<file path="config.mk">
export PLATFORM = sky130hd
export DESIGN_NAME = virq_maint
export DESIGN_NICKNAME = d
export VERILOG_FILES = /design/src/rtl/virq_maint_pkg.sv /design/src/rtl/virq_maint_lrbank.sv /design/src/rtl/virq_maint_eoiw.sv /design/src/rtl/virq_maint_status.sv /design/src/rtl/virq_maint_rdport.sv /design/src/rtl/virq_maint.sv
export SDC_FILE = /design/constraint.sdc
export NUM_CORES = 1
export LEC_CHECK = 0
export ABC_AREA = 0
export BUFFER_PORTS_ARGS = -buffer_cell sky130_fd_sc_hd__buf_4
export CAP_MARGIN = 15
export CORE_ASPECT_RATIO = 1.1
export CORE_UTILIZATION = 40
export DETAILED_ROUTE_END_ITERATION = 7
export GPL_TIMING_DRIVEN = 1
export PLACE_DENSITY = 0.78
export SETUP_SLACK_MARGIN = 0.4
export SLEW_MARGIN = 20
export SYNTH_ARGS = -nofsm -noshare
export SYNTH_HDL_FRONTEND = slang
export SYNTH_SLANG_ARGS = --single-unit
</file>
<file path="constraint.sdc">
create_clock -name clk -period 3 [get_ports clk]
set_input_delay 0.45 -clock clk [delete_from_list [all_inputs] [get_ports clk]]
set_output_delay 0.45 -clock clk [all_outputs]
set_load 0.05 [all_outputs]
</file>
<file path="src/rtl/virq_maint_pkg.sv">
package virq_maint_pkg;

    typedef enum logic [1:0] {
        LRS_IDLE = 2'b00,
        LRS_PEND = 2'b01,
        LRS_ACT  = 2'b10,
        LRS_BOTH = 2'b11
    } lr_state_e;

    typedef struct packed {
        logic      eoi_req;
        lr_state_e st;
    } lr_entry_t;

    typedef struct packed {
        logic grp1_off;
        logic grp1_on;
        logic grp0_off;
        logic grp0_on;
        logic no_pend;
        logic not_present;
        logic underflow;
        logic eoi;
    } maint_stat_t;

    localparam int          MAX_LR    = 64;
    localparam int          WORD_W    = 32;
    localparam logic [2:0]  PRI_FIELD = 3'b100;
    localparam logic [2:0]  PRE_FIELD = 3'b100;

    localparam logic [6:0]  A_STAT    = 7'h00;
    localparam logic [6:0]  A_TYPE    = 7'h01;
    localparam logic [6:0]  A_EOIW0   = 7'h02;
    localparam logic [6:0]  A_EOIW1   = 7'h03;

    function automatic logic is_pending(lr_entry_t e);
        return e.st[0];
    endfunction

    function automatic logic is_valid(lr_entry_t e);
        return e.st != LRS_IDLE;
    endfunction

    function automatic logic wants_eoi(lr_entry_t e);
        return (e.st == LRS_IDLE) && e.eoi_req;
    endfunction

    function automatic logic [WORD_W-1:0] type_word(int n);
        return {PRI_FIELD, PRE_FIELD, 20'b0, 6'(n - 1)};
    endfunction

endpackage

</file>
<file path="src/rtl/virq_maint_lrbank.sv">
module virq_maint_lrbank
    import virq_maint_pkg::*;
#(
    parameter int NUM_LR = 4
) (
    input  logic              clk,
    input  logic              rst,
    input  logic              we,
    input  logic [5:0]        widx,
    input  lr_entry_t         wentry,
    input  logic [5:0]        ridx,
    output lr_entry_t         rentry,
    output logic [NUM_LR-1:0] valid_vec,
    output logic [NUM_LR-1:0] pend_vec,
    output logic [NUM_LR-1:0] eoi_vec
);
    localparam int EW = $bits(lr_entry_t);

    lr_entry_t            ent [NUM_LR];
    logic [NUM_LR*EW-1:0] flat;

    for (genvar i = 0; i < NUM_LR; i++) begin : g_ent
        always_ff @(posedge clk) begin
            if (rst) begin
                ent[i] <= '0;
            end else if (we && widx == 6'(i)) begin
                ent[i] <= wentry;
            end
        end
        assign valid_vec[i]        = is_valid(ent[i]);
        assign pend_vec[i]         = is_pending(ent[i]);
        assign eoi_vec[i]          = wants_eoi(ent[i]);
        assign flat[i*EW +: EW]    = ent[i];
    end

    always_comb begin
        rentry = '0;
        for (int i = 0; i < NUM_LR; i++) begin
            if (ridx == 6'(i)) rentry = ent[i];
        end
    end

    // an out-of-range write leaves every entry untouched
    p_oor_write_r2: assert property (@(posedge clk) disable iff (rst)
        (we && ({1'b0, widx} >= 7'(NUM_LR))) |=> $stable(flat));

endmodule

</file>
<file path="src/rtl/virq_maint_eoiw.sv">
module virq_maint_eoiw
    import virq_maint_pkg::*;
#(
    parameter int NUM_LR = 4
) (
    input  logic [NUM_LR-1:0] eoi_vec,
    output logic [WORD_W-1:0] word0,
    output logic [WORD_W-1:0] word1
);
    logic [MAX_LR-1:0] padded;

    for (genvar b = 0; b < MAX_LR; b++) begin : g_pad
        if (b < NUM_LR) begin : g_impl
            assign padded[b] = eoi_vec[b];
        end else begin : g_none
            assign padded[b] = 1'b0;
        end
    end

    assign word0 = padded[WORD_W-1:0];
    assign word1 = padded[MAX_LR-1:WORD_W];

endmodule

</file>
<file path="src/rtl/virq_maint_status.sv">
module virq_maint_status
    import virq_maint_pkg::*;
#(
    parameter int NUM_LR = 4
) (
    input  logic [NUM_LR-1:0] valid_vec,
    input  logic [NUM_LR-1:0] pend_vec,
    input  logic [WORD_W-1:0] eoi_w0,
    input  logic [WORD_W-1:0] eoi_w1,
    input  logic [6:0]        cause_en,
    input  logic              vm_grp0_en,
    input  logic              vm_grp1_en,
    input  logic              eoi_cnt_nz,
    output maint_stat_t       stat
);
    logic few_valid;

    // at most one bit set: clearing the lowest set bit leaves nothing
    assign few_valid = (valid_vec & (valid_vec - 1'b1)) == '0;

    always_comb begin
        stat             = '0;
        stat.eoi         = |{eoi_w1, eoi_w0};
        stat.underflow   = cause_en[0] && few_valid;
        stat.not_present = cause_en[1] && eoi_cnt_nz;
        stat.no_pend     = cause_en[2] && (pend_vec == '0);
        stat.grp0_on     = cause_en[3] &&  vm_grp0_en;
        stat.grp0_off    = cause_en[4] && !vm_grp0_en;
        stat.grp1_on     = cause_en[5] &&  vm_grp1_en;
        stat.grp1_off    = cause_en[6] && !vm_grp1_en;
    end

endmodule

</file>
<file path="src/rtl/virq_maint_rdport.sv">
module virq_maint_rdport
    import virq_maint_pkg::*;
#(
    parameter int NUM_LR = 4
) (
    input  logic              clk,
    input  logic              rst,
    input  logic              rd_en,
    input  logic [6:0]        rd_addr,
    input  maint_stat_t       stat,
    input  logic [WORD_W-1:0] eoi_w0,
    input  logic [WORD_W-1:0] eoi_w1,
    input  lr_entry_t         rentry,
    output logic [WORD_W-1:0] rd_data
);
    localparam logic [WORD_W-1:0] TYPE_W = type_word(NUM_LR);

    logic [WORD_W-1:0] sel;
    logic              stat_rd_q;

    always_comb begin
        sel = '0;
        if (rd_addr[6]) begin
            sel = WORD_W'(rentry);
        end else begin
            unique case (rd_addr)
                A_STAT:  sel = WORD_W'(stat);
                A_TYPE:  sel = TYPE_W;
                A_EOIW0: sel = eoi_w0;
                A_EOIW1: sel = eoi_w1;
                default: sel = '0;
            endcase
        end
    end

    always_ff @(posedge clk) begin
        if (rst) begin
            rd_data   <= '0;
            stat_rd_q <= 1'b0;
        end else begin
            stat_rd_q <= rd_en && (rd_addr == A_STAT);
            if (rd_en) rd_data <= sel;
        end
    end

    // upper bits of a status read are always zero
    p_stat_rsvd_r3: assert property (@(posedge clk) disable iff (rst)
        stat_rd_q |-> (rd_data[WORD_W-1:8] == '0));

endmodule

</file>
<file path="src/rtl/virq_maint.sv">
module virq_maint
    import virq_maint_pkg::*;
#(
    parameter int NUM_LR = 4
) (
    input  logic        clk,
    input  logic        rst,
    input  logic        glb_en,
    input  logic [6:0]  cause_en,
    input  logic        vm_grp0_en,
    input  logic        vm_grp1_en,
    input  logic        eoi_cnt_nz,
    input  logic        lr_we,
    input  logic [5:0]  lr_idx,
    input  logic [1:0]  lr_state,
    input  logic        lr_eoi_req,
    input  logic        rd_en,
    input  logic [6:0]  rd_addr,
    output logic [31:0] rd_data,
    output logic        maint_irq
);
    lr_entry_t         wentry;
    lr_entry_t         rentry;
    logic [NUM_LR-1:0] valid_vec;
    logic [NUM_LR-1:0] pend_vec;
    logic [NUM_LR-1:0] eoi_vec;
    logic [WORD_W-1:0] eoi_w0;
    logic [WORD_W-1:0] eoi_w1;
    maint_stat_t       stat;

    assign wentry = '{eoi_req: lr_eoi_req, st: lr_state_e'(lr_state)};

    virq_maint_lrbank #(.NUM_LR(NUM_LR)) u_bank (
        .clk(clk), .rst(rst), .we(lr_we), .widx(lr_idx), .wentry(wentry),
        .ridx(rd_addr[5:0]), .rentry(rentry),
        .valid_vec(valid_vec), .pend_vec(pend_vec), .eoi_vec(eoi_vec)
    );

    virq_maint_eoiw #(.NUM_LR(NUM_LR)) u_eoiw (
        .eoi_vec(eoi_vec), .word0(eoi_w0), .word1(eoi_w1)
    );

    virq_maint_status #(.NUM_LR(NUM_LR)) u_stat (
        .valid_vec(valid_vec), .pend_vec(pend_vec),
        .eoi_w0(eoi_w0), .eoi_w1(eoi_w1),
        .cause_en(cause_en), .vm_grp0_en(vm_grp0_en), .vm_grp1_en(vm_grp1_en),
        .eoi_cnt_nz(eoi_cnt_nz), .stat(stat)
    );

    virq_maint_rdport #(.NUM_LR(NUM_LR)) u_rd (
        .clk(clk), .rst(rst), .rd_en(rd_en), .rd_addr(rd_addr),
        .stat(stat), .eoi_w0(eoi_w0), .eoi_w1(eoi_w1), .rentry(rentry),
        .rd_data(rd_data)
    );

    always_ff @(posedge clk) begin
        if (rst) maint_irq <= 1'b0;
        else     maint_irq <= glb_en && (stat != '0);
    end

    // interrupt never follows a cycle with the global enable low
    p_irq_gate_r11: assert property (@(posedge clk) disable iff (rst)
        !glb_en |=> !maint_irq);

    // an enabled cause raises the interrupt on the next cycle
    p_irq_follow_r10: assert property (@(posedge clk) disable iff (rst)
        (glb_en && stat != '0) |=> maint_irq);

    // the EOI status bit agrees with the per-entry bank flags
    p_eoi_any_r8: assert property (@(posedge clk) disable iff (rst)
        stat.eoi == (eoi_vec != '0));

    // with no pending entry in the bank and the cause enabled, no-pending is reported
    p_nopend_r5: assert property (@(posedge clk) disable iff (rst)
        (cause_en[2] && pend_vec == '0) |-> stat.no_pend);

endmodule

</file>
Word level (Yosys, flattened, before mapping):

Memory sizes are Yosys's and may differ from the RTL's.
Cells that the tools add are included.

* bits in registers: 33
* bits in writable memories: 12
* input port bits: 31
* output and inout port bits: 33
* logic and storage cells: 74
* memories: 1

Memories
* u_bank.ent: depth 4, width 3, rd ports 4, clocked after memory_dff 0, wr ports 4, line virq_maint_lrbank.sv:19 `lr_entry_t ent [NUM_LR];`

* add/sub/neg operators: 1
* eq/ne operators: 8
* multiplexer cells: 24
* bitwise operators: 5
* reduce and logical (&&, ||, !) cells: 33

Operators by type and width (count)
* $pmux W32 S3: 1
* $mux W32: 1
* $eq A6 B2 Y1 const B: 4
* $mux W3: 8
* $logic_and A1 B1 Y1: 16
* $mux W1: 14
* $eq A6 B1 Y1 const B: 2
* $logic_not A6 Y1: 2
* $logic_not A2 Y1: 4
* $logic_not A4 Y1: 2
* $reduce_bool A2 Y1: 4
* $reduce_bool A8 Y1: 1
* $eq A7 B1 Y1 const B: 1
* $eq A7 B2 Y1 const B: 1
* $logic_not A7 Y1: 1
* $and A4 B4 Y4: 1
* $or A1 B1 Y1: 4
* $reduce_or A4 Y1: 1
* $sub A4 B1 Y4 const B: 1
* $logic_not A1 Y1: 2

Longest topological paths before layout:

Gate-level depths: netlist of run 1.
An unclocked memory read counts as a cell.

* word-level depth: 8
* mapped depth: 6
* depth with buffers taken out: 5

Modules after synthesis:

Synthesis of run 1 repeated with hierarchy kept, for this count alone.

* cell total of the unflattened synthesis: 340
* area total of the unflattened synthesis: 3403.3 um^2

By module, submodules not included
* virq_maint_rdport: instances 1, cells an instance 174, area an instance 1874.3 um^2, seq. area each 640.6 um^2
* virq_maint_lrbank: instances 1, cells an instance 64, area an instance 779.5 um^2, seq. area each 360.3 um^2
* virq_maint_eoiw: instances 1, cells an instance 65, area an instance 484.2 um^2, seq. area each 0.0 um^2
* virq_maint_status: instances 1, cells an instance 32, area an instance 209.0 um^2, seq. area each 0.0 um^2
* virq_maint: instances 1, cells an instance 5, area an instance 56.3 um^2, seq. area each 20.0 um^2

Worst setup path after synthesis of run 1:

Ideal clock, no wire load.

* path type: input -> register
* from: in rd_addr[5]
* to: reg u_rd.rd_data[4]
* data arrival time: 1584 ps
* required time: 2934 ps
* setup slack: 1350 ps
* stages on the path: 5
* cells stage by stage: or4_4 > nor3_4 > nor3b_4 > a32oi_1 > nor2_1

* cells in the longest elaborated chain, start to end: 3
* elaborated cells on any way between the ends: 5

RTL lines
* start: declaration: line virq_maint.sv:18 `input logic [6:0] rd_addr,`
* $eq A7 B2 Y1, or another cell as far along: line virq_maint_rdport.sv:26 `unique case (rd_addr)`
* $pmux W32 S3 *: line virq_maint_rdport.sv:26
* $mux W32 *: line virq_maint_rdport.sv:23 `if (rd_addr[6]) begin`
* end signal: assignment: line virq_maint_rdport.sv:42 `if (rd_en) rd_data <= sel;`
* end: declaration: line virq_maint_rdport.sv:14 `output logic [WORD_W-1:0] rd_data`

Every way passes the cells marked *; elsewhere a longest branch is shown, timed or not.
A chain may end at the register's enable or synchronous reset.

Worst setup path in the final report of run 1:

* from: in rd_addr[5]
* to: reg u_rd.rd_data[0]

* cells in the longest elaborated chain, start to end: 6
* elaborated cells on any way between the ends: 13

RTL lines
* $logic_not A6 Y1: line virq_maint_lrbank.sv:39 `if (ridx == 6'(i)) rentry = ent[i];`
* $mux W3 (4 in a row): line virq_maint_lrbank.sv:39
* $mux W32 *: line virq_maint_rdport.sv:23

Marks and branches as above.

==> results of run 1 <==
-- critical path, delay by kind of cell --
family	cells	cell delay, ns
buffers and inverters	1	0.11
AND/OR/NAND/NOR	2	0.74
AO/OA/AOI/OAI	3	0.51
-- sequential cells by signal, summed over array words and instances (netlist names) --
name,count
u_rd.rd_data,9
u_bank.ent,12
maint_irq,1
-- metal layers --
metal,part of all wire [%],vias to the layer above
met4,1.0,0
met2,52,52
met3,6.7,4
met1,40,524
met5,0,-
li1,-,574
-- power by group through the flow --
stage	Clock (uW)	Combinational [uW]	Sequential (uW)
2_1_floorplan	0	127	345
3_3_place_gp	0	156	341
3_5_place_dp	0	157	342
4_1_cts	136	157	335
5_1_grt	148	167	337
6_report	130	157	335
-- stage by stage --
step	hold WS [ns]	std cells	instance area, um^2	util, %
after floorplan	0.597	168	1470	-
after global placement	0.442	230	1640	49.2
after detailed placement	0.458	230	1640	49.2
after CTS	0.408	234	1670	50.0
after global routing	0.391	234	1670	50.0
final	0.417	234	1670	50.0
-- final timing paths --
| path | to | slack, ns |
|---|---|---|
| worst max-delay path | u_rd.rd_data[0] | 1.41 |
| worst min register to register | u_rd.rd_data[3] | 0.47 |
| worst min-delay path | maint_irq | 0.42 |
| worst max register to register | u_rd.rd_data[0] | 1.57 |
-- final cells by class --
type	instances	area, um^2
clock buffer	3	22.5
multi-input combinational	116	699
timing repair buffer	41	308
sequential	22	561
tap	48	60.1
inverter	3	11.3
fill	343	1670
clock inverter	1	3.75
-- placed cells by master (no fill, tap or decap), types with 3 or more instances in the layout --
cell type,n
sky130_fd_sc_hd__buf_4,41
sky130_fd_sc_hd__conb_1,22
sky130_fd_sc_hd__nor2_1,16
sky130_fd_sc_hd__edfxtp_1,12
sky130_fd_sc_hd__nand2_1,10
sky130_fd_sc_hd__dfxtp_1,10
sky130_fd_sc_hd__and2_1,9
sky130_fd_sc_hd__nand3_1,7
sky130_fd_sc_hd__a21oi_1,5
sky130_fd_sc_hd__nor3_1,4
sky130_fd_sc_hd__a22oi_1,4
sky130_fd_sc_hd__nor4_1,3
sky130_fd_sc_hd__o21bai_1,3
sky130_fd_sc_hd__nand2b_1,3
sky130_fd_sc_hd__and3_1,3
sky130_fd_sc_hd__a32oi_1,3
sky130_fd_sc_hd__mux4_2,3
sky130_fd_sc_hd__clkbuf_4,3
-- cells by family after synthesis --
| group | count (synthesis) |
|---|---|
| AND/OR/NAND/NOR | 62 |
| AO/OA/AOI/OAI | 29 |
| buffers and inverters | 30 |
| other | 1 |
| multiplexers | 3 |
| flip-flops | 22 |
==> flow_results.org, run 1 <==
** Place
- In this run the tool buffered the top-level ports with 41 buffer cells.
- Global placement routability congestion :: 0.881
- The wire-length estimate of the detail-placed layout is 2180 um.
- OpenSTA, run right after detailed placement, puts the worst setup slack at 1.09 ns.

** Global route
- Global routing used 16.2% of the available met1 tracks.
- Overall track demand over capacity in global routing :: 14.7%
- Total global routing overflow :: 0
- Pin count of the biggest net entering global routing :: 21
- Antenna violations before repair :: 0
- The global routing stage identified its most utilized layer as met2.
- For this run, global-route usage on met2 was measured as 26.9%.
- For this run, global-route usage on met3 was measured as 3.04%.
- The via count of the first global-routing pass is 1,026.
- The first global-routing pass estimated 4250 um of wire.

** Clocking
- # hold bufs at CTS :: 0
- In this run, CTS created clock tree buffers numbering 3.
- The tree built by TritonCTS fans out to 22 sinks.
- In this run the post-CTS setup repair buffer count came out at 0.
- Once the clock tree was built, the resizer swapped 0 gates to a different size.
- After clock tree synthesis, the clock-pin slew on the worst setup and hold paths is 0.12 ns.
- Clock tree from TritonCTS :: done
- H-tree depth :: 1
- The longest clock path from root to sink contains 2 buffers.
- Clock Tree Root :: sky130_fd_sc_hd__clkbuf_4
- The clock reaches the later pin of the worst-skew pair after 0.30 ns.

** STA
- Total Neg Setup Slack :: 0 ns
- In this run the tightest slew margin relative to its limit is 56.4%.
- Final Max Tran Viols :: 0
- For the final database, setup skew stands at 0.00940 ns.
- Setup slack of the critical path after layout :: 1.41 ns
- Final period utilization :: 53.0%
- The hold violation total from the final report was 0.
- Minimum period implied by the final worst setup slack :: 1.59 ns
- At the pin with the least slew margin, the transition time is 0.648 ns.
- Setup repair after global routing left no endpoint under its margin.
- Setup violations remaining at the end of the flow were counted as 0.
- Timing would allow up to 629 MHz.

** Logic synthesis
- Portion of synthesized cell area occupied by the leading cell type :: 26.0%
- Netlist cell types :: 35
- In this run, synthesis produced a sequential element count of 22.
- Multiplexer fraction of the synthesized cell area :: 4.87%
- Area fraction in compound gates after synthesis :: 15.0%
- Synth cell count leaders :: sky130_fd_sc_hd__buf_4, sky130_fd_sc_hd__nor2_1, sky130_fd_sc_hd__edfxtp_1
- Library cell with the largest summed area after synthesis :: sky130_fd_sc_hd__edfxtp_1
- Among all cell types in the netlist, the one instantiated most often is sky130_fd_sc_hd__buf_4.
- Number of enable flip-flop cells after synthesis :: 12
- Among all flip-flop cells after synthesis, the most frequent one is sky130_fd_sc_hd__edfxtp_1.
- Combinational family with the most area after synthesis :: simple AND/OR/NAND/NOR gates
- Counting every instance in the synthesized netlist gives 147.
- Post-synthesis share of cell area spent on full adders, half adders and majority gates :: 0%
- Synth Warn # :: 0
- Post-synthesis instance area :: 1390 um^2
- Sorting the synthesized cells by area gives the leading types as sky130_fd_sc_hd__edfxtp_1, sky130_fd_sc_hd__dfxtp_1, sky130_fd_sc_hd__buf_4, sky130_fd_sc_hd__mux4_2, sky130_fd_sc_hd__nor2_1.
- After Yosys synthesis, XOR and XNOR cells account for 0% of the synthesized area.
- After synthesis, flip-flops and latches occupy 40.4% of the total area.
- The synthesized netlist devotes 24.6% of its cell area to simple gates.
- Mean Syn Cell Area :: 9.44 um^2
- Async SR Flop Fraction :: 0%

** Status
- Result of the run :: finished clean

** Critical path
- CP Cell Sequence :: buf_4 > nor4_1 > nand3_1 > o31ai_1 > a31oi_1 > o31ai_1
- The worst setup path is of the input pin to flip-flop kind.
- For this design, the slowest cell found on the critical path is sky130_fd_sc_hd__nor4_1.
- Worst reg2reg path startpoint :: u_bank.ent[0][0]
- The most critical setup path has its startpoint at rd_addr[5].
- Cell count of the worst reg-to-reg path :: 5
- Critical Path Max Stage Delay :: 0.59 ns
- Data required time of the worst path :: 3.22 ns
- Crit-path most repeated cell :: sky130_fd_sc_hd__o31ai_1
- STA classifies the critical path startpoint as an input pin.
- Critical Path Sink Type :: flip-flop
- Arrival @ worst endpoint :: 1.81 ns
- In this run the worst path has a maximum fanout of 5.

** Power
- Switching part of the total power :: 31.9%
- Logic pwr share :: 25.2%
- Sequential cell fraction of total power :: 53.8%
- The internal power of the cells totals 424 uW.
- Total chip power :: 623 uW
- VDD sags by at most 133 uV.
- The analysis attributes to cell leakage a power of 0.000685 uW.
- Power spread over the standard cell area amounts to 374 nW/um^2.
- Power spent charging and discharging nets :: 199 uW
- Of the total power, the clock network draws 20.9%.

** Min path
- Worst min path class :: input pin to flip-flop
- Start point of the worst min-delay path :: glb_en
- Count of cells along the worst hold path :: 2

** Route
- Remaining routing DRC violations :: 0
- Detailed routing inserted a total of 1,154 vias.
- DRT Pass-1 Iters :: 4
- Number of nets with antenna violations after routing :: 0
- After detailed routing, the average wire length per cell comes to 11.3 um.
- After detailed routing, the number of vias per cell comes to 4.93.
- The detailed router finished its first iteration with 42 violations.
- Total wirelength of the detailed-routed design :: 2650 um

** Floorplanning
- Row count :: 22
- Boundary pin count :: 64
- Die X-Extent :: 58.2 um
- The floorplan step set the die height to 63.8 um.
- Area of the core :: 3330 um^2
- Starting utilization of the core area :: 41.7%
- Die Footprint :: 3710 um^2

** Flow run
- Max cap viols :: 0

** Finish
- Cells with a size suffix above 1 make up 27.4% of the layout.
- Post-layout net count :: 218
- N_diodes :: 0
- Area growth, synth to finish :: 20.0%
Note: power is estimated with default switching activity, not from simulation.
==> inputs of run 2 (changes only) <==
Settings changed: ABC_AREA 0 to 1, PLACE_DENSITY 0.78 to 0.76.
Clock period 3 ns to 1.5 ns, I/O delays scaled along.
==> run 2 against run 1 <==
  * Via count grew 27%
  * Sequential power grew 100%
  * Setup slack lost 1.1 ns
  * Cell count grew 35%
==> flow_results.org, run 2 <==
** Finish
- Most frequent standard cell in the layout excluding fill and tap cells :: sky130_fd_sc_hd__buf_4
- Top flop regs :: u_bank.ent (12), u_rd.rd_data (9), maint_irq (1)
- Area growth, synth to finish :: 28.9%
- Post-layout net count :: 298
- N_diodes :: 0
- Most flops, register :: u_bank.ent
- Most frequent cells in the layout :: sky130_fd_sc_hd__buf_4, sky130_fd_sc_hd__nand2_1, sky130_fd_sc_hd__nor2_1, sky130_fd_sc_hd__inv_1, sky130_fd_sc_hd__conb_1
- Number of flip-flops under the largest register name :: 12
- The post-route netlist has 32.0% of its cells at a drive strength greater than 1.

** Floorplanning
- Die Footprint :: 4150 um^2
- The floorplan has 23 rows.
- In this run the horizontal extent of the chip is 61.5 um.
- From bottom edge to top edge, the die measures 67.5 um.
- Starting utilization of the core area :: 42.3%
- The total area inside the core boundary comes to 3680 um^2.
- During I/O placement, the number of pins put on the boundary was 64.

** STA
- Unrepaired setup endpoints after global routing :: true
- In the final timing run, aggregate negative setup slack is 0 ns.
- After layout, the worst path uses 82.3% of the clock period.
- Once routing completed, OpenROAD measured the worst setup slack at 0.265 ns.
- Fmax :: 810 MHz
- The clock period could shrink to 1.24 ns.
- Final Max Tran Viols :: 0
- Finish-stage setup viols :: 0
- Final Hold Vio Count :: 0
- Fin Clk Skew :: 0.00439 ns

** Power
- Logic pwr share :: 24.8%
- Cell internal power was estimated by the tool at 1140 uW.
- In this run switching power makes up 31.0% of total power.
- Total power for the finished layout comes to 1650 uW.
- Sequential cell fraction of total power :: 41.4%
- Of the total power, the clock network draws 33.7%.
- Worst vdd ir :: 393 uV
- Summed over all cells, the static leakage comes to 0.000960 uW.
- Areal power density over the cells :: 821 nW/um^2
- The analysis attributes to net switching a power of 512 uW.

** Logic synthesis
- The synthesized design spends more area on one cell type than any other, namely sky130_fd_sc_hd__edfxtp_1.
- Number of standard cells after synthesis :: 218
- Netlist cell types :: 28
- Cells taking the most area after synthesis :: sky130_fd_sc_hd__edfxtp_1, sky130_fd_sc_hd__dfxtp_1, sky130_fd_sc_hd__buf_4, sky130_fd_sc_hd__nand2_1, sky130_fd_sc_hd__nor2_1
- For this run, the leading register cell type out of synthesis is sky130_fd_sc_hd__edfxtp_1.
- After synthesis the netlist holds a flip-flop and latch count of 22.
- The synthesized design devotes to its leading area cell type 23.1% of total area.
- Mean Syn Cell Area :: 7.15 um^2
- Number of enable flip-flop cells after synthesis :: 12
- Post-synthesis instance area :: 1560 um^2
- Among all cell types in the netlist, the one instantiated most often is sky130_fd_sc_hd__nand2_1.
- Synth Warn # :: 0
- In the synthesized netlist the async set-or-reset flop fraction comes to 0%.
- Synth cell count leaders :: sky130_fd_sc_hd__nand2_1, sky130_fd_sc_hd__nor2_1, sky130_fd_sc_hd__buf_4, sky130_fd_sc_hd__inv_1, sky130_fd_sc_hd__nand3_1
- Sequential cells were found to cover 36.0% of the synthesized design area.

** Route
- The routed design has 3680 um of wire.
- DR vias/cell :: 4.64
- Number of nets with antenna violations after routing :: 0
- DR WL/cell :: 11.6 um
- DRT Pass-1 Iters :: 4
- Drt initial violations :: 84
- Remaining routing DRC violations :: 0
- Total number of vias :: 1,467

** Critical path
- FF-to-FF setup slack :: 0.26 ns
- Endpoint of the worst register-to-register path :: u_rd.rd_data[0]
- In this run the critical register-to-register path is launched from u_bank.ent[2][1].
- STA classifies the critical path startpoint as a flip-flop.
- At the worst endpoint, the arrival time is 1.44 ns.
- Critical path class :: flip-flop to flip-flop
- The critical path ends at u_rd.rd_data[0].
- STA puts the critical path data required time at 1.70 ns.
- Counting cells, the worst reg-to-reg path comes to 7.
- Critical Path Sink Type :: flip-flop
- Beginning of the critical path :: u_bank.ent[2][1]
- Of all nets on the critical path, the largest fanout is 3.

** Place
- In this run the tool buffered the top-level ports with 41 buffer cells.
- Global placement routability congestion :: 0.904
- Placement-stage worst setup slack :: 0.187 ns
- HPWL after DPL :: 2760 um

** Global route
- The first global-routing pass estimated 5840 um of wire.
- Overall track demand over capacity in global routing :: 19.1%
- Total global routing overflow :: 0
- The via count of the first global-routing pass came to 1,406.
- The initial antenna violation count is 0.
- Entering global routing, the biggest net connects 14 pins.

** Clocking
- The tree built by TritonCTS fans out to 22 sinks.
- Maximum buffer depth of the clock tree :: 2
- # hold bufs at CTS :: 0
- Total clock buffers created by CTS :: 3
- Clock-pin slew was measured on the worst setup and hold paths at 0.08 ns.
- H-tree depth :: 1
- TritonCTS built the clock tree.
- Clock latency on the worst-skew pair :: 0.27 ns
- The tree is rooted in a sky130_fd_sc_hd__clkbuf_8.

** Min path
- Worst min path class :: input pin to flip-flop

** Flow run
- Max cap viols :: 0

** Status
- The flow ran to the end, and the final reports show no timing, DRC or antenna violations.
[run 2: layout make-up]
cell class                 count  area, um^2
sequential                    22         562
fill                         373        1680
clock inverter                 1        30.0
multi-input combinational    162         840
tap                           50        62.6
timing repair buffer          48         360
clock buffer                   3        41.3
inverter                      30         113
[run 2: how the worst min path moves through the flow]
stage,start,to,slack (ns),cells past startpoint
5_1_grt,rst,u_rd.rd_data[7],0.18,2
2_1_floorplan,rst,u_rd.rd_data[0],0.29,1
3_3_place_gp,rst,u_rd.rd_data[6],0.45,2
6_report,rst,u_rd.rd_data[5],0.17,2
4_1_cts,rst,u_rd.rd_data[7],0.17,2
3_5_place_dp,rst,u_rd.rd_data[0],0.45,2
[run 2: per-stage QoR]
stage          cell area (um^2)  util, %  hold WS, ns  std cells
6_report                   2010     54.5        0.171        316
3_5_place_dp               1830     49.6        0.453        305
4_1_cts                    1960     53.2        0.171        313
3_3_place_gp               1830     49.6        0.452        305
5_1_grt                    2010     54.5        0.177        316
2_1_floorplan              1640        -        0.294        239
[run 2: worst max-delay path: stages, from the launching register on]
cell	delay, ns
sky130_fd_sc_hd__edfxtp_1	0.41
sky130_fd_sc_hd__nor2_2	0.18
sky130_fd_sc_hd__nand2_2	0.09
sky130_fd_sc_hd__nand2_1	0.11
sky130_fd_sc_hd__o21ai_1	0.08
sky130_fd_sc_hd__nand2_1	0.08
sky130_fd_sc_hd__nand3_2	0.07
sky130_fd_sc_hd__a21oi_1	0.14
[run 2: repair_timing]
| item | in CTS | in global routing |
|---|---|---|
| setup buffers | 4 | 3 |
| setup endpoints to repair | 5 | 8 |
| cloned | 0 | 0 |
| resized for setup | 9 | 8 |
| endpoints found under the hold margin | 0 | 0 |
| pin swaps | 10 | 10 |
[run 2: cell families (layout without fill, tap and decap cells)]
family,after synthesis,count (layout),share of synthesized area [%]
buffers and inverters,55,82,19.0
other,1,22,0.241
flip-flops,22,22,36.0
AO/OA/AOI/OAI,21,21,7.15
AND/OR/NAND/NOR,119,119,37.6
[run 2: power groups by stage]
stage          clock, uW  combinational [uW]  sequential (uW)
2_1_floorplan          0                 283              716
3_3_place_gp           0                 374              691
3_5_place_dp           0                 378              692
4_1_cts              556                 395              680
5_1_grt              582                 442              687
6_report             556                 410              684
[run 2: layer usage]
metal	vias up	wire length (um)	GRT usage (%)
li1	749	-	-
met1	651	1480	21.4
met2	55	1940	33.6
met3	12	158	2.68
met4	0	103	11.4
met5	-	0	0
==> inputs of run 3 (changes only) <==
Clock period 1.5 ns to 1.2 ns, I/O delays scaled along.
==> run 3 against run 2 <==
  * The flow now finishes with violations (setup timing)
  * Fmax is 1.2% lower
  * Clock power is 6.3% higher
  * Global-route usage is 1.5 points lower
  * Clock-buffer cell count rose by 1
  * Register-to-register slack lost 0.31 ns
  * Cell area grew 13%
  * Die area stayed put
  * Largest cell class unchanged
  * Largest power group unchanged
==> flow_results.org, run 3 (synthesized netlist as in run 2, its figures left out) <==
** Critical path
- Critical Path Sink Type :: flip-flop
- Arrival @ worst endpoint :: 1.41 ns
- Crit start category :: flip-flop
- Cell count of the worst reg-to-reg path :: 8
- Worst reg2reg path startpoint :: u_bank.ent[0][0]
- Among the stages of the critical path, the cell type that occurs most often is sky130_fd_sc_hd__nand3_1.
- Beginning of the critical path :: u_bank.ent[0][0]
- Critical path class :: flip-flop to flip-flop
- CP Cell Sequence :: buf_6 > buf_4 > nand3_1 > nand2_1 > nand2_1 > nand3_1 > nand3_1 > a21oi_1
- The critical path ends at u_rd.rd_data[0].
- For the worst setup path, the data required time is 1.36 ns.
- Crit path max-delay cell type :: sky130_fd_sc_hd__edfxtp_1
- Largest fanout on the critical path :: 3
- The worst register-to-register path ends at u_rd.rd_data[0].
- Critical Path Max Stage Delay :: 0.44 ns
- FF-to-FF setup slack :: -0.05 ns

** Place
- Post-Place Cells :: 311
- The HPWL after detailed placement is 2790 um.
- The congestion estimate from routability-driven global placement came to 0.878.
- The count of buffers added on input and output ports is 41.

** Floorplanning
- Die X-Extent :: 61.5 um
- During I/O placement, the number of pins put on the boundary was 64.
- Die Footprint :: 4150 um^2
- Measured along the y axis, the die boundary spans 67.5 um.
- The initial utilization of the core area, before any placement, comes to 42.3%.
- Area of the core :: 3680 um^2
- In this run the core area contains 23 standard-cell rows.

** STA
- Setup slack of the critical path after layout :: -0.0496 ns
- Setup repair after global routing could not meet its margin everywhere.
- Finish-stage setup viols :: 2
- The hold violation total from the final report came to 0.
- Derived from the worst setup path, the maximum achievable clock frequency is 800 MHz.
- The number of slew-limit violations in the final report was 0.
- On the final layout, the worst clock skew is 0.00624 ns.
- In the finished design, the share of the clock period the worst path needs comes to 104%.
- Total Neg Setup Slack :: -0.0720 ns
- The worst path in the final design needs a cycle of 1.25 ns, including I/O delays and setup.

** Finish
- Cells with a size suffix above 1 make up 40.7% of the layout.
- In the layout the commonest cells are sky130_fd_sc_hd__buf_4, sky130_fd_sc_hd__nand2_1, sky130_fd_sc_hd__nor2_1, sky130_fd_sc_hd__inv_1, sky130_fd_sc_hd__conb_1.
- Most frequent standard cell in the layout excluding fill and tap cells :: sky130_fd_sc_hd__buf_4
- Counting flops per register, the top entry is u_bank.ent.
- Post-layout net count :: 307
- Number of flip-flops under the largest register name :: 12
- N_diodes :: 0
- Non-filler cells, final :: 325
- Relative to the synthesized area, the layout overhead comes to 45.4%.
- The largest registers in the layout are u_bank.ent (12), u_rd.rd_data (9), maint_irq (1).

** Clocking
- TritonCTS built the clock tree.
- The number of clock buffers added by TritonCTS is 3.
- Clock-pin slew was measured on the worst setup and hold paths at 0.08 ns.
- CTS built an H-tree with a depth of 1.
- Maximum buffer depth of the clock tree :: 2
- Number of sinks on the clock net :: 22
- Clock latency on the worst-skew pair :: 0.26 ns
- # hold bufs at CTS :: 0
- Clock Tree Root :: sky130_fd_sc_hd__clkbuf_8

** Global route
- Total global routing overflow :: 0
- In the global route stage, overall resource usage came out at 17.6%.
- The first global-routing pass estimated 5490 um of wire.
- Number of global-route vias before repair :: 1,358
- The initial antenna violation count is 0.
- Entering global routing, the biggest net connects 14 pins.

** Route
- The first TritonRoute pass finished after 4 iterations.
- Number of nets with antenna violations after routing :: 0
- DR WL/cell :: 11.0 um
- Across all layers, the routed design uses 1,500 vias.
- Remaining routing DRC violations :: 0
- Total wirelength of the detailed-routed design :: 3560 um
- DR vias/cell :: 4.62
- The detailed router finished its first iteration with 127 violations.

** Status
- Failing checks :: setup timing
- Result of the run :: complete, but fails checks

** Flow run
- Max-cap violations in this run came to 0.

** Power
- Worst vdd ir :: 466 uV
- P_leak :: 0.00105 uW
- For this design the ratio of total power to cell area is 893 nW/um^2.

** Min path
- Worst min path class :: input pin to flip-flop
[run 3: changes by cell type in the layout (fill, tap and decap cells not counted), sizes merged]
cell      previous run  this run
buf                 48        57
bufinv               1         0
clkinvlp             0         1
clkbuf               3         4
inv                 29        28
[run 3: per-stage QoR]
| stage | hold slack, ns | setup slack (ns) | total power [uW] | util [%] | instance area [um^2] |
|---|---|---|---|---|---|
| after global routing | 0.139 | -0.147 | 2110 | 61.5 | 2260 |
| after floorplan | 0.249 | 0.130 | 1260 | - | 1700 |
| after global placement | 0.406 | -0.0565 | 1360 | 52.3 | 1930 |
| after detailed placement | 0.410 | -0.0590 | 1370 | 52.3 | 1930 |
| after CTS | 0.115 | -0.00195 | 2000 | 58.4 | 2150 |
| final | 0.144 | -0.0496 | 2020 | 61.5 | 2260 |
[run 3: what timing repair did]
| item | in CTS | in global routing |
|---|---|---|
| setup endpoints to repair | 27 | 42 |
| resized for setup | 42 | 15 |
| pin swaps | 11 | 10 |
| buffers inserted | 2 | 8 |
[run 3: worst min path at each step]
stage	startpoint	to	slack, ns	cells past startpoint
after CTS	rst	u_rd.rd_data[7]	0.12	2
after global routing	rst	u_rd.rd_data[5]	0.14	2
after detailed placement	rst	u_rd.rd_data[0]	0.41	2
final	rst	u_rd.rd_data[5]	0.14	2
after floorplan	rst	u_rd.rd_data[0]	0.25	1
after global placement	rst	u_rd.rd_data[4]	0.41	2
[run 3: cell type report]
type	count	area, um^2
Multi-Input combinational cell	162	903
Clock buffer	4	66.3
Fill cell	353	1420
Inverter	30	121
Sequential cell	22	574
Timing Repair Buffer	57	537
Tap cell	50	62.6
[run 3: power breakdown]
part | internal [uW] | switching (uW) | leakage (uW)
registers | 826 | 32.7 | 0.000200
logic | 196 | 377 | 0.000812
clock network | 361 | 230 | 0.0000339
total | 1380 | 639 | 0.00105
[run 3: critical path: cells and delay by family, from the launching register on]
| kind | cells | cell delay [ns] |
|---|---|---|
| AO/OA/AOI/OAI | 1 | 0.06 |
| buffers and inverters | 2 | 0.27 |
| flip-flops | 1 | 0.44 |
| AND/OR/NAND/NOR | 5 | 0.38 |
[run 3: layer usage]
metal  track usage (%)  share of wire [%]  wire length [um]  vias up
li1                  -                  -                 -      768
met1              21.0                 39              1400      668
met2              30.9                 53              1870       54
met3              2.30                5.3               188       10
met4              8.06                2.9               102        0
met5                 0                  0                 0        -
